==> src/rtl/llsc_pkg.sv <==
package llsc_pkg;
    typedef enum logic [1:0] {
        OP_LOAD  = 2'd0,
        OP_LL    = 2'd1,
        OP_STORE = 2'd2,
        OP_SC    = 2'd3
    } llsc_op_e;
endpackage

==> src/rtl/llsc_arbiter.sv <==
module llsc_arbiter #(
    parameter int NREQ = 4,
    parameter int IDW  = $clog2(NREQ)
) (
    input  logic            clk,
    input  logic            rst_n,
    input  logic [NREQ-1:0] req,
    output logic [NREQ-1:0] gnt,
    output logic [IDW-1:0]  gid,
    output logic            any
);
    always_comb begin
        gnt = '0;
        gid = '0;
        any = 1'b0;
        for (int i = NREQ - 1; i >= 0; i--) begin
            if (req[i]) begin
                gid = IDW'(i);
                any = 1'b1;
            end
        end
        if (any) gnt[gid] = 1'b1;
    end

    p_gnt_onehot_r7: assert property (@(posedge clk) disable iff (!rst_n) $onehot0(gnt));
    p_gnt_requested_r7: assert property (@(posedge clk) disable iff (!rst_n) (gnt & ~req) == '0);
    p_gnt_when_req_r7: assert property (@(posedge clk) disable iff (!rst_n) (|req) |-> (|gnt));
endmodule

==> src/rtl/llsc_store.sv <==
module llsc_store #(
    parameter int AW = 4,
    parameter int DW = 32,
    localparam int WORDS = 1 << AW
) (
    input  logic          clk,
    input  logic          rst_n,
    input  logic          we,
    input  logic [AW-1:0] waddr,
    input  logic [DW-1:0] wdata,
    input  logic [AW-1:0] raddr,
    output logic [DW-1:0] rdata
);
    typedef struct packed {
        logic [WORDS-1:0][DW-1:0] mem;
    } store_t;

    store_t s_d, s_q;

    always_comb begin
        s_d = s_q;
        if (we) s_d.mem[waddr] = wdata;
    end

    always_ff @(posedge clk) begin
        if (!rst_n) s_q <= '0;
        else        s_q <= s_d;
    end

    assign rdata = s_q.mem[raddr];

    p_write_lands_r9: assert property (@(posedge clk) disable iff (!rst_n)
        we |=> s_q.mem[$past(waddr)] == $past(wdata));
    p_no_write_stable_r3: assert property (@(posedge clk) disable iff (!rst_n)
        !we |=> s_q.mem[$past(raddr)] == $past(rdata));
endmodule

==> src/rtl/llsc_resv.sv <==
module llsc_resv
    import llsc_pkg::*;
#(
    parameter int NREQ = 4,
    parameter int AW   = 4,
    parameter int IDW  = $clog2(NREQ)
) (
    input  logic           clk,
    input  logic           rst_n,
    input  logic           act,
    input  logic [IDW-1:0] act_id,
    input  llsc_op_e       act_op,
    input  logic [AW-1:0]  act_addr,
    output logic           sc_pass,
    output logic           commit
);
    typedef struct packed {
        logic [NREQ-1:0]         v;
        logic [NREQ-1:0][AW-1:0] a;
    } resv_t;

    resv_t r_d, r_q;

    assign sc_pass = act && (act_op == OP_SC) && r_q.v[act_id] && (r_q.a[act_id] == act_addr);
    assign commit  = act && ((act_op == OP_STORE) || sc_pass);

    always_comb begin
        r_d = r_q;
        if (commit) begin
            for (int k = 0; k < NREQ; k++) begin
                if (IDW'(k) != act_id && r_q.a[k] == act_addr) r_d.v[k] = 1'b0;
            end
        end
        if (act && act_op == OP_LL) begin
            r_d.v[act_id] = 1'b1;
            r_d.a[act_id] = act_addr;
        end
        if (act && act_op == OP_SC) r_d.v[act_id] = 1'b0;
    end

    always_ff @(posedge clk) begin
        if (!rst_n) r_q <= '0;
        else        r_q <= r_d;
    end

    p_ll_sets_r2: assert property (@(posedge clk) disable iff (!rst_n)
        (act && act_op == OP_LL) |=> r_q.v[$past(act_id)] && r_q.a[$past(act_id)] == $past(act_addr));
    p_sc_clears_own_r6: assert property (@(posedge clk) disable iff (!rst_n)
        (act && act_op == OP_SC) |=> !r_q.v[$past(act_id)]);

    for (genvar k = 0; k < NREQ; k++) begin : g_chk
        p_store_breaks_r4: assert property (@(posedge clk) disable iff (!rst_n)
            (commit && act_id != IDW'(k) && r_q.a[k] == act_addr) |=> !r_q.v[k]);
        p_other_addr_keeps_r5: assert property (@(posedge clk) disable iff (!rst_n)
            (act && act_op != OP_SC && r_q.v[k] && r_q.a[k] != act_addr) |=> r_q.v[k]);
    end
endmodule

==> src/rtl/llsc_monitor.sv <==
module llsc_monitor
    import llsc_pkg::*;
#(
    parameter int NREQ = 4,
    parameter int AW   = 4,
    parameter int DW   = 32,
    parameter int IDW  = $clog2(NREQ)
) (
    input  logic                 clk,
    input  logic                 rst_n,
    input  logic [NREQ-1:0]      req_valid,
    input  logic [2*NREQ-1:0]    req_op,
    input  logic [AW*NREQ-1:0]   req_addr,
    input  logic [DW*NREQ-1:0]   req_wdata,
    output logic [NREQ-1:0]      gnt,
    output logic                 rsp_valid,
    output logic [IDW-1:0]       rsp_id,
    output logic [DW-1:0]        rsp_data,
    output logic                 rsp_ok
);
    typedef struct packed {
        logic           valid;
        logic [IDW-1:0] id;
        logic [DW-1:0]  data;
        logic           ok;
    } rsp_t;

    rsp_t o_d, o_q;

    logic [IDW-1:0] gid;
    logic           any;
    llsc_op_e       g_op;
    logic [AW-1:0]  g_addr;
    logic [DW-1:0]  g_wdata;
    logic [DW-1:0]  rdata;
    logic           sc_pass;
    logic           commit;

    llsc_arbiter #(.NREQ(NREQ), .IDW(IDW)) u_arb (
        .clk(clk), .rst_n(rst_n), .req(req_valid), .gnt(gnt), .gid(gid), .any(any)
    );

    assign g_op    = llsc_op_e'(req_op[gid*2 +: 2]);
    assign g_addr  = req_addr[gid*AW +: AW];
    assign g_wdata = req_wdata[gid*DW +: DW];

    llsc_resv #(.NREQ(NREQ), .AW(AW), .IDW(IDW)) u_resv (
        .clk(clk), .rst_n(rst_n), .act(any), .act_id(gid), .act_op(g_op),
        .act_addr(g_addr), .sc_pass(sc_pass), .commit(commit)
    );

    llsc_store #(.AW(AW), .DW(DW)) u_mem (
        .clk(clk), .rst_n(rst_n), .we(commit), .waddr(g_addr), .wdata(g_wdata),
        .raddr(g_addr), .rdata(rdata)
    );

    always_comb begin
        o_d       = '0;
        o_d.valid = any;
        o_d.id    = gid;
        o_d.ok    = 1'b1;
        case (g_op)
            OP_LOAD, OP_LL: o_d.data = rdata;
            OP_STORE:       o_d.data = '0;
            OP_SC: begin
                o_d.data = DW'(sc_pass);
                o_d.ok   = sc_pass;
            end
            default:        o_d.data = '0;
        endcase
    end

    always_ff @(posedge clk) begin
        if (!rst_n) o_q <= '0;
        else        o_q <= o_d;
    end

    assign rsp_valid = o_q.valid;
    assign rsp_id    = o_q.id;
    assign rsp_data  = o_q.data;
    assign rsp_ok    = o_q.ok;

    p_rsp_follows_gnt_r1: assert property (@(posedge clk) disable iff (!rst_n)
        (|gnt) |=> rsp_valid);
    p_no_rsp_idle_r1: assert property (@(posedge clk) disable iff (!rst_n)
        !(|gnt) |=> !rsp_valid);
    p_failed_sc_r3: assert property (@(posedge clk) disable iff (!rst_n)
        (any && g_op == OP_SC && !commit) |=> (!rsp_ok && rsp_data == '0));
endmodule

==> config.mk <==
export PLATFORM = sky130hd
export DESIGN_NAME = llsc_monitor
export DESIGN_NICKNAME = d
export VERILOG_FILES = /design/src/rtl/llsc_pkg.sv /design/src/rtl/llsc_arbiter.sv /design/src/rtl/llsc_store.sv /design/src/rtl/llsc_resv.sv /design/src/rtl/llsc_monitor.sv
export SDC_FILE = /design/constraint.sdc
export NUM_CORES = 1
export LEC_CHECK = 0
export ABC_AREA = 0
export BUFFER_PORTS_ARGS = -buffer_cell sky130_fd_sc_hd__buf_2
export CORE_ASPECT_RATIO = 1.2
export CORE_MARGIN = 8
export CORE_UTILIZATION = 45
export CTS_CLUSTER_SIZE = 12
export DETAILED_ROUTE_END_ITERATION = 8
export PLACE_DENSITY = 0.74
export REMOVE_ABC_BUFFERS = 1
export SLEW_MARGIN = 20
export SYNTH_ARGS = -nofsm -noshare
export SYNTH_HDL_FRONTEND = slang
export SYNTH_SLANG_ARGS = --single-unit
==> constraint.sdc <==
create_clock -name clk -period 4.1 [get_ports clk]
set_input_delay 0.41 -clock clk [delete_from_list [all_inputs] [get_ports clk]]
set_output_delay 0.41 -clock clk [all_outputs]
set_load 0.1 [all_outputs]
==> out/metrics.cfg, run 1 <==
[logic_synthesis]
synthDistinctLibCells=61
async_flop_share_pct=0
yosysSeqAreaShare_pct=43.2
synth-main-ff-cell=dfxtp_1
synth-seq-cells=568
synth_edf_count=0
synthCells=3036
ys_warn_count=0
syn_area_per_cell_sq_um=8.67
syn_area_sq_um=26300

[setup_path]
r2r_end=u_mem.s_q[483]$_SDFFE_PN0P_
required_ns=4.60
r2r_slack_ns=0.76
worstPathMaxFanout=32
worstPathArrival_ns=3.84
reg2reg_depth=9
critPathCaptureType=flop
critical_path_class=reg2reg
critPathLaunchType=flop
r2r_start=u_resv.r_q[13]$_SDFFE_PN0P_

[cts]
clock-sinks=568
ctsResizeCount=0
ctsHtreeMaxLevel=2
clkTransAtPathRegs_ns=0.06
clockRootBuffer=clkbuf_16
max-clock-path-buffers=3
numCtsBuffers=55
cts_hold_buf=0
cts_tree=yes
cts_setup_buffers=0
insertion_delay_ns=0.60

[timing]
final.period_utilization_pct=81.4
hold-worst-slack_ns=0.215
finalMaxSlewViolations=0
worstMarginPinSlew_ns=1.10
finClkSkew_ns=0.0219
setup_ws_ns=0.764
hold_viol=0
rsz0062_at_grt=no
max_freq_mhz=300
slew_headroom_pct=26.7
setup_viol=0
fin_crit_ns=3.34

[drt]
totalWireLength_um=75200
vias=22200
route.detailed.drc=0
wl_per_cell_um=19.6
drtIter0Drc=2074
drtAntennaViolNets=0
viasPerCell=5.79
dr.pass1.iters=6

[worst_hold_path]
hold_path_startpoint=req_op[0]
min_to=u_resv.r_q[16]$_SDFF_PN0_
worstHoldPathCells=4
min_path_type=in2reg

[placement]
placed_cell_area_sq_um=27700
place_ws_ns=0.388
port_buffers=197
gp_congestion=0.879
hpwl_um=44100

[power_and_ir_drop]
ir_worst_vdd_mv=0.317
p_total_w=0.0120
power_density_nw_per_um2=410
leakage_nw=13.4

[global_routing]
grt_max_degree=121
track_usage_pct=21.5
overflow=0
grt_pass1_wl_um=118000
first_global_vias=21300
antenna_found_initial=2

[outcome]
status=completed

[flow_run]
drv_cap=0

[die]
pin_count=198
die_w_um=237
coreArea_sq_um=58100
die_h_um=281
rows=97
initial_core_util_pct=45.3
die-area_sq_um=66600

[final_layout]
antenna_cells=0
drive_gt1_share_pct=12.2
fin_nets=3239
area_growth_pct=11.4
fin_area_sq_um=29300

## cell usage after synthesis (all sizes together) (3+ instances only)
master,instances,area [sq um]
nor3,8,40.0
o211ai,3,22.5
and3,66,413
or4b,4,43.8
inv,5,18.8
o221ai,3,26.3
nor2b,8,50.1
nand2b,8,50.1
nand3,136,706
o21ai,42,210
mux2i,556,5570
a311oi,62,543
clkbuf,230,863
buf,57,517
xnor2,16,140
o22ai,32,200
a31oi,65,407
a21oi,17,85.1
a221oi,3,26.3
and2,4,25.0
nor3b,6,45.0
nor4,7,43.8
nor2,43,161
a211oi,66,495
nand2,951,3700
o31ai,5,51.3
dfxtp,568,11400
or4,3,22.5
a22oi,35,263
## cell type report
class | count | area, sq um
clock buffer | 68 | 1480
clock inverter | 7 | 125
fill | 5308 | 28800
inverter | 6 | 22.5
multi-input combinational | 2175 | 13600
sequential | 568 | 11400
tap | 742 | 928
timing repair buffer | 275 | 1790
## cell usage in the layout (no fill, tap or decap), drive strengths merged, types with 42 or more instances in the layout
cell type / count
a211oi: 66
a311oi: 62
a31oi: 65
and3: 66
buf: 275
clkbuf: 68
dfxtp: 568
mux2i: 556
nand2: 951
nand3: 136
nor2: 43
o21ai: 42
## critical path, cell delays in order (launching register included)
cell      delay (ns)
dfxtp_1         0.34
or4b_2          0.67
a21oi_1         0.21
a211oi_1        0.07
or4b_4          0.59
o31ai_4         0.29
buf_12          0.27
and3_2          0.25
buf_12          0.29
mux2i_1         0.23
## per-layer routing
layer | vias up | routed length, um | global-route usage, %
met2 | 774 | 35000 | 35.3
met1 | 10800 | 32600 | 28.4
met5 | - | 0 | 0
li1 | 10500 | - | -
met3 | 154 | 4420 | 2.44
met4 | 0 | 3130 | 9.37
## cell families after synthesis
kind of cell | share of synthesized area, %
mux | 21.1
simple gates | 20.5
compound gates | 9.35
buf+inv | 5.33
xor+xnor | 0.532
flops | 43.2
## sequential cells by signal, indices dropped and copies added (netlist names)
signal,cells
rsp_valid,1
rsp_data,32
rsp_ok,1
u_mem.s_q,512
u_resv.r_q,20
rsp_id,2
## worst max-delay path by stage
stage / slack, ns / endpoint / from
3_3_place_gp: 0.44 / u_mem.s_q[501]$_SDFFE_PN0P_ / req_valid[2]
3_5_place_dp: 0.39 / u_mem.s_q[480]$_SDFFE_PN0P_ / req_valid[2]
4_1_cts: 0.78 / u_mem.s_q[483]$_SDFFE_PN0P_ / u_resv.r_q[13]$_SDFFE_PN0P_
6_report: 0.76 / u_mem.s_q[483]$_SDFFE_PN0P_ / u_resv.r_q[13]$_SDFFE_PN0P_
5_1_grt: 0.66 / u_mem.s_q[485]$_SDFFE_PN0P_ / u_resv.r_q[13]$_SDFFE_PN0P_
2_1_floorplan: -5.02 / u_mem.s_q[100]$_SDFFE_PN0P_ / req_valid[2]
## where the power goes
part	internal (W)	switching [W]	leakage [nW]
clock network	0.00263	0.00211	0.782
registers	0.00560	0.0000375	4.58
logic	0.000469	0.00119	8.01
total	0.00870	0.00334	13.4
## per-stage QoR
step / setup TNS [ns] / instances / utilization (%)
finish: 0 / 3841 / 50.5
detailed placement: 0 / 3766 / 47.7
global placement: 0 / 3766 / 47.7
floorplan: -2082.90 / 2749 / -
CTS: 0 / 3841 / 50.5
global route: 0 / 3841 / 50.5
Power figures use the tool's default switching activity.
==> inputs of run 2 (changes only) <==
==> constraint.sdc (replaced) <==
create_clock -name clk -period 3.4 [get_ports clk]
set_input_delay 0.34 -clock clk [delete_from_list [all_inputs] [get_ports clk]]
set_output_delay 0.34 -clock clk [all_outputs]
set_load 0.1 [all_outputs]
==> out/metrics.cfg, run 2 (synthesized netlist as in run 1, its figures left out) <==
[setup_path]
r2r_start=u_resv.r_q[13]$_SDFFE_PN0P_
worstPathArrival_ns=3.72  ; -0.12 ns
critPathLaunchType=flop
required_ns=3.89  ; -0.71 ns
path_cells=or4b_2 -> a21oi_1 -> a211oi_1 -> or4b_4 -> o31ai_4 -> buf_12 -> and3_2 -> buf_4 -> mux2i_1
slowest_delay_ns=0.68  ; about the same
worstPathMaxFanout=11  ; -66%
critical_path_class=reg2reg
crit_start=u_resv.r_q[13]$_SDFFE_PN0P_
critPathCaptureType=flop
r2r_slack_ns=0.17  ; -0.59 ns
slowest_stage=or4b_2

[final_layout]
mostFrequentLayoutCell=nand2_1
largest_register_ffs=512  ; unchanged
regArea_sq_um=11400  ; unchanged
area_growth_pct=15.6
fin_nets=3318  ; +2.4%
drive_gt1_share_pct=14.4  ; +2.2 points
multi_input_area_sq_um=13600  ; unchanged
largest_register=u_mem.s_q
mostFrequentLayoutCells=nand2_1, dfxtp_1, mux2i_1
post-route-util_pct=52.4  ; +1.9 points
antenna_cells=0  ; unchanged
fill_cells=5163  ; -2.7%

[cts]
clock-sinks=568  ; unchanged
cts_hold_buf=0  ; unchanged
ctsHtreeMaxLevel=2  ; unchanged
insertion_delay_ns=0.60  ; about the same
numCtsBuffers=56  ; +1.8%
clockRootBuffer=clkbuf_16
max-clock-path-buffers=3  ; unchanged
ctsResizeCount=0  ; unchanged
clkTransAtPathRegs_ns=0.06  ; about the same
cts_setup_buffers=0  ; unchanged
cts_tree=yes

[timing]
finClkSkew_ns=0.0195  ; -0.00245 ns
final.period_utilization_pct=94.9  ; +14 points
setup_viol=0  ; unchanged
rsz0062_at_grt=no
worstMarginPinSlew_ns=1.14  ; +0.0468 ns
max_freq_mhz=310  ; +3.4%
fin_tns_setup_ns=0  ; unchanged
finalMaxSlewViolations=0  ; unchanged
hold_viol=0  ; unchanged
fin_crit_ns=3.23  ; -0.109 ns
slew_headroom_pct=23.6  ; -3.0 points

[placement]
hpwl_um=46600  ; +5.6%
gp_congestion=0.857  ; -2.4%
port_buffers=197  ; unchanged

[drt]
drtIter0Drc=1911  ; -7.9%
viasPerCell=5.70  ; -1.4%
totalWireLength_um=76200  ; +1.4%
drtAntennaViolNets=0  ; unchanged
dr.pass1.iters=6  ; unchanged
vias=22400  ; +0.85%
wl_per_cell_um=19.4  ; -0.90%
route.detailed.drc=0  ; unchanged

[worst_hold_path]
hold_path_startpoint=req_op[0]
min_path_type=in2reg

[die]
pin_count=198  ; unchanged
rows=97  ; unchanged
die_h_um=281  ; unchanged
initial_core_util_pct=45.3  ; unchanged
die_w_um=237  ; unchanged
die-area_sq_um=66600  ; unchanged
coreArea_sq_um=58100  ; unchanged

[global_routing]
first_global_vias=22200  ; +4.6%
track_usage_pct=22.0  ; +0.52 points
overflow=0  ; unchanged
grt_pass1_wl_um=121000  ; +2.4%
antenna_found_initial=1  ; -1
grt_max_degree=72  ; -40%

[power_and_ir_drop]
ir_worst_vdd_mv=0.420  ; +32%
leakage_nw=14.0  ; +4.5%
power_density_nw_per_um2=486  ; +18%

[flow_run]
drv_cap=0  ; unchanged

[outcome]
status=completed

[run 2: through the flow]
step | cell area [sq um] | std cells | power (W) | hold WS, ns | setup WS (ns)
after floorplan | 25000 | 2749 | 0.00812 | 0.418 | -5.65
after global routing | 30500 | 3929 | 0.0153 | 0.134 | 0.0686
final | 30500 | 3929 | 0.0148 | 0.124 | 0.173
after CTS | 30500 | 3929 | 0.0148 | 0.0953 | 0.187
after global placement | 28800 | 3844 | 0.00904 | 0.436 | 0.0382
after detailed placement | 28800 | 3844 | 0.00906 | 0.442 | -0.0296
[run 2: final cells by class]
cell class	instances	share of cell area, %
tap	742	3.05
inverter	6	0.0739
multi-input combinational	2175	44.8
timing repair buffer	353	9.33
sequential	568	37.3
clock inverter	4	0.205
clock buffer	81	5.24
[run 2: critical path: cells and delay by family (launching register included)]
| family | cells | cell delay (ns) |
|---|---|---|
| mux | 1 | 0.24 |
| flops | 1 | 0.34 |
| simple gates | 3 | 1.58 |
| compound gates | 3 | 0.56 |
| buf+inv | 2 | 0.40 |
[run 2: layer usage]
layer | up-vias | part of all wire [%] | track usage (%)
li1 | 10700 | - | -
met2 | 752 | 48 | 37.6
met5 | - | 0 | 0
met4 | 0 | 3.0 | 7.77
met1 | 10800 | 43 | 28.6
met3 | 150 | 6.4 | 2.64
[run 2: where the power goes]
part / switching [W] / internal [W]
clock: 0.00257 / 0.00329
sequential: 0.0000461 / 0.00676
combinational: 0.00145 / 0.000683
total: 0.00407 / 0.0107
[run 2: final timing paths]
check                                      to  depth (start not counted)
hold reg to reg   u_mem.s_q[245]$_SDFFE_PN0P_                          2
setup reg to reg  u_mem.s_q[357]$_SDFFE_PN0P_                          9
hold / removal      u_resv.r_q[16]$_SDFF_PN0_                          4
setup / recovery  u_mem.s_q[357]$_SDFFE_PN0P_                          9
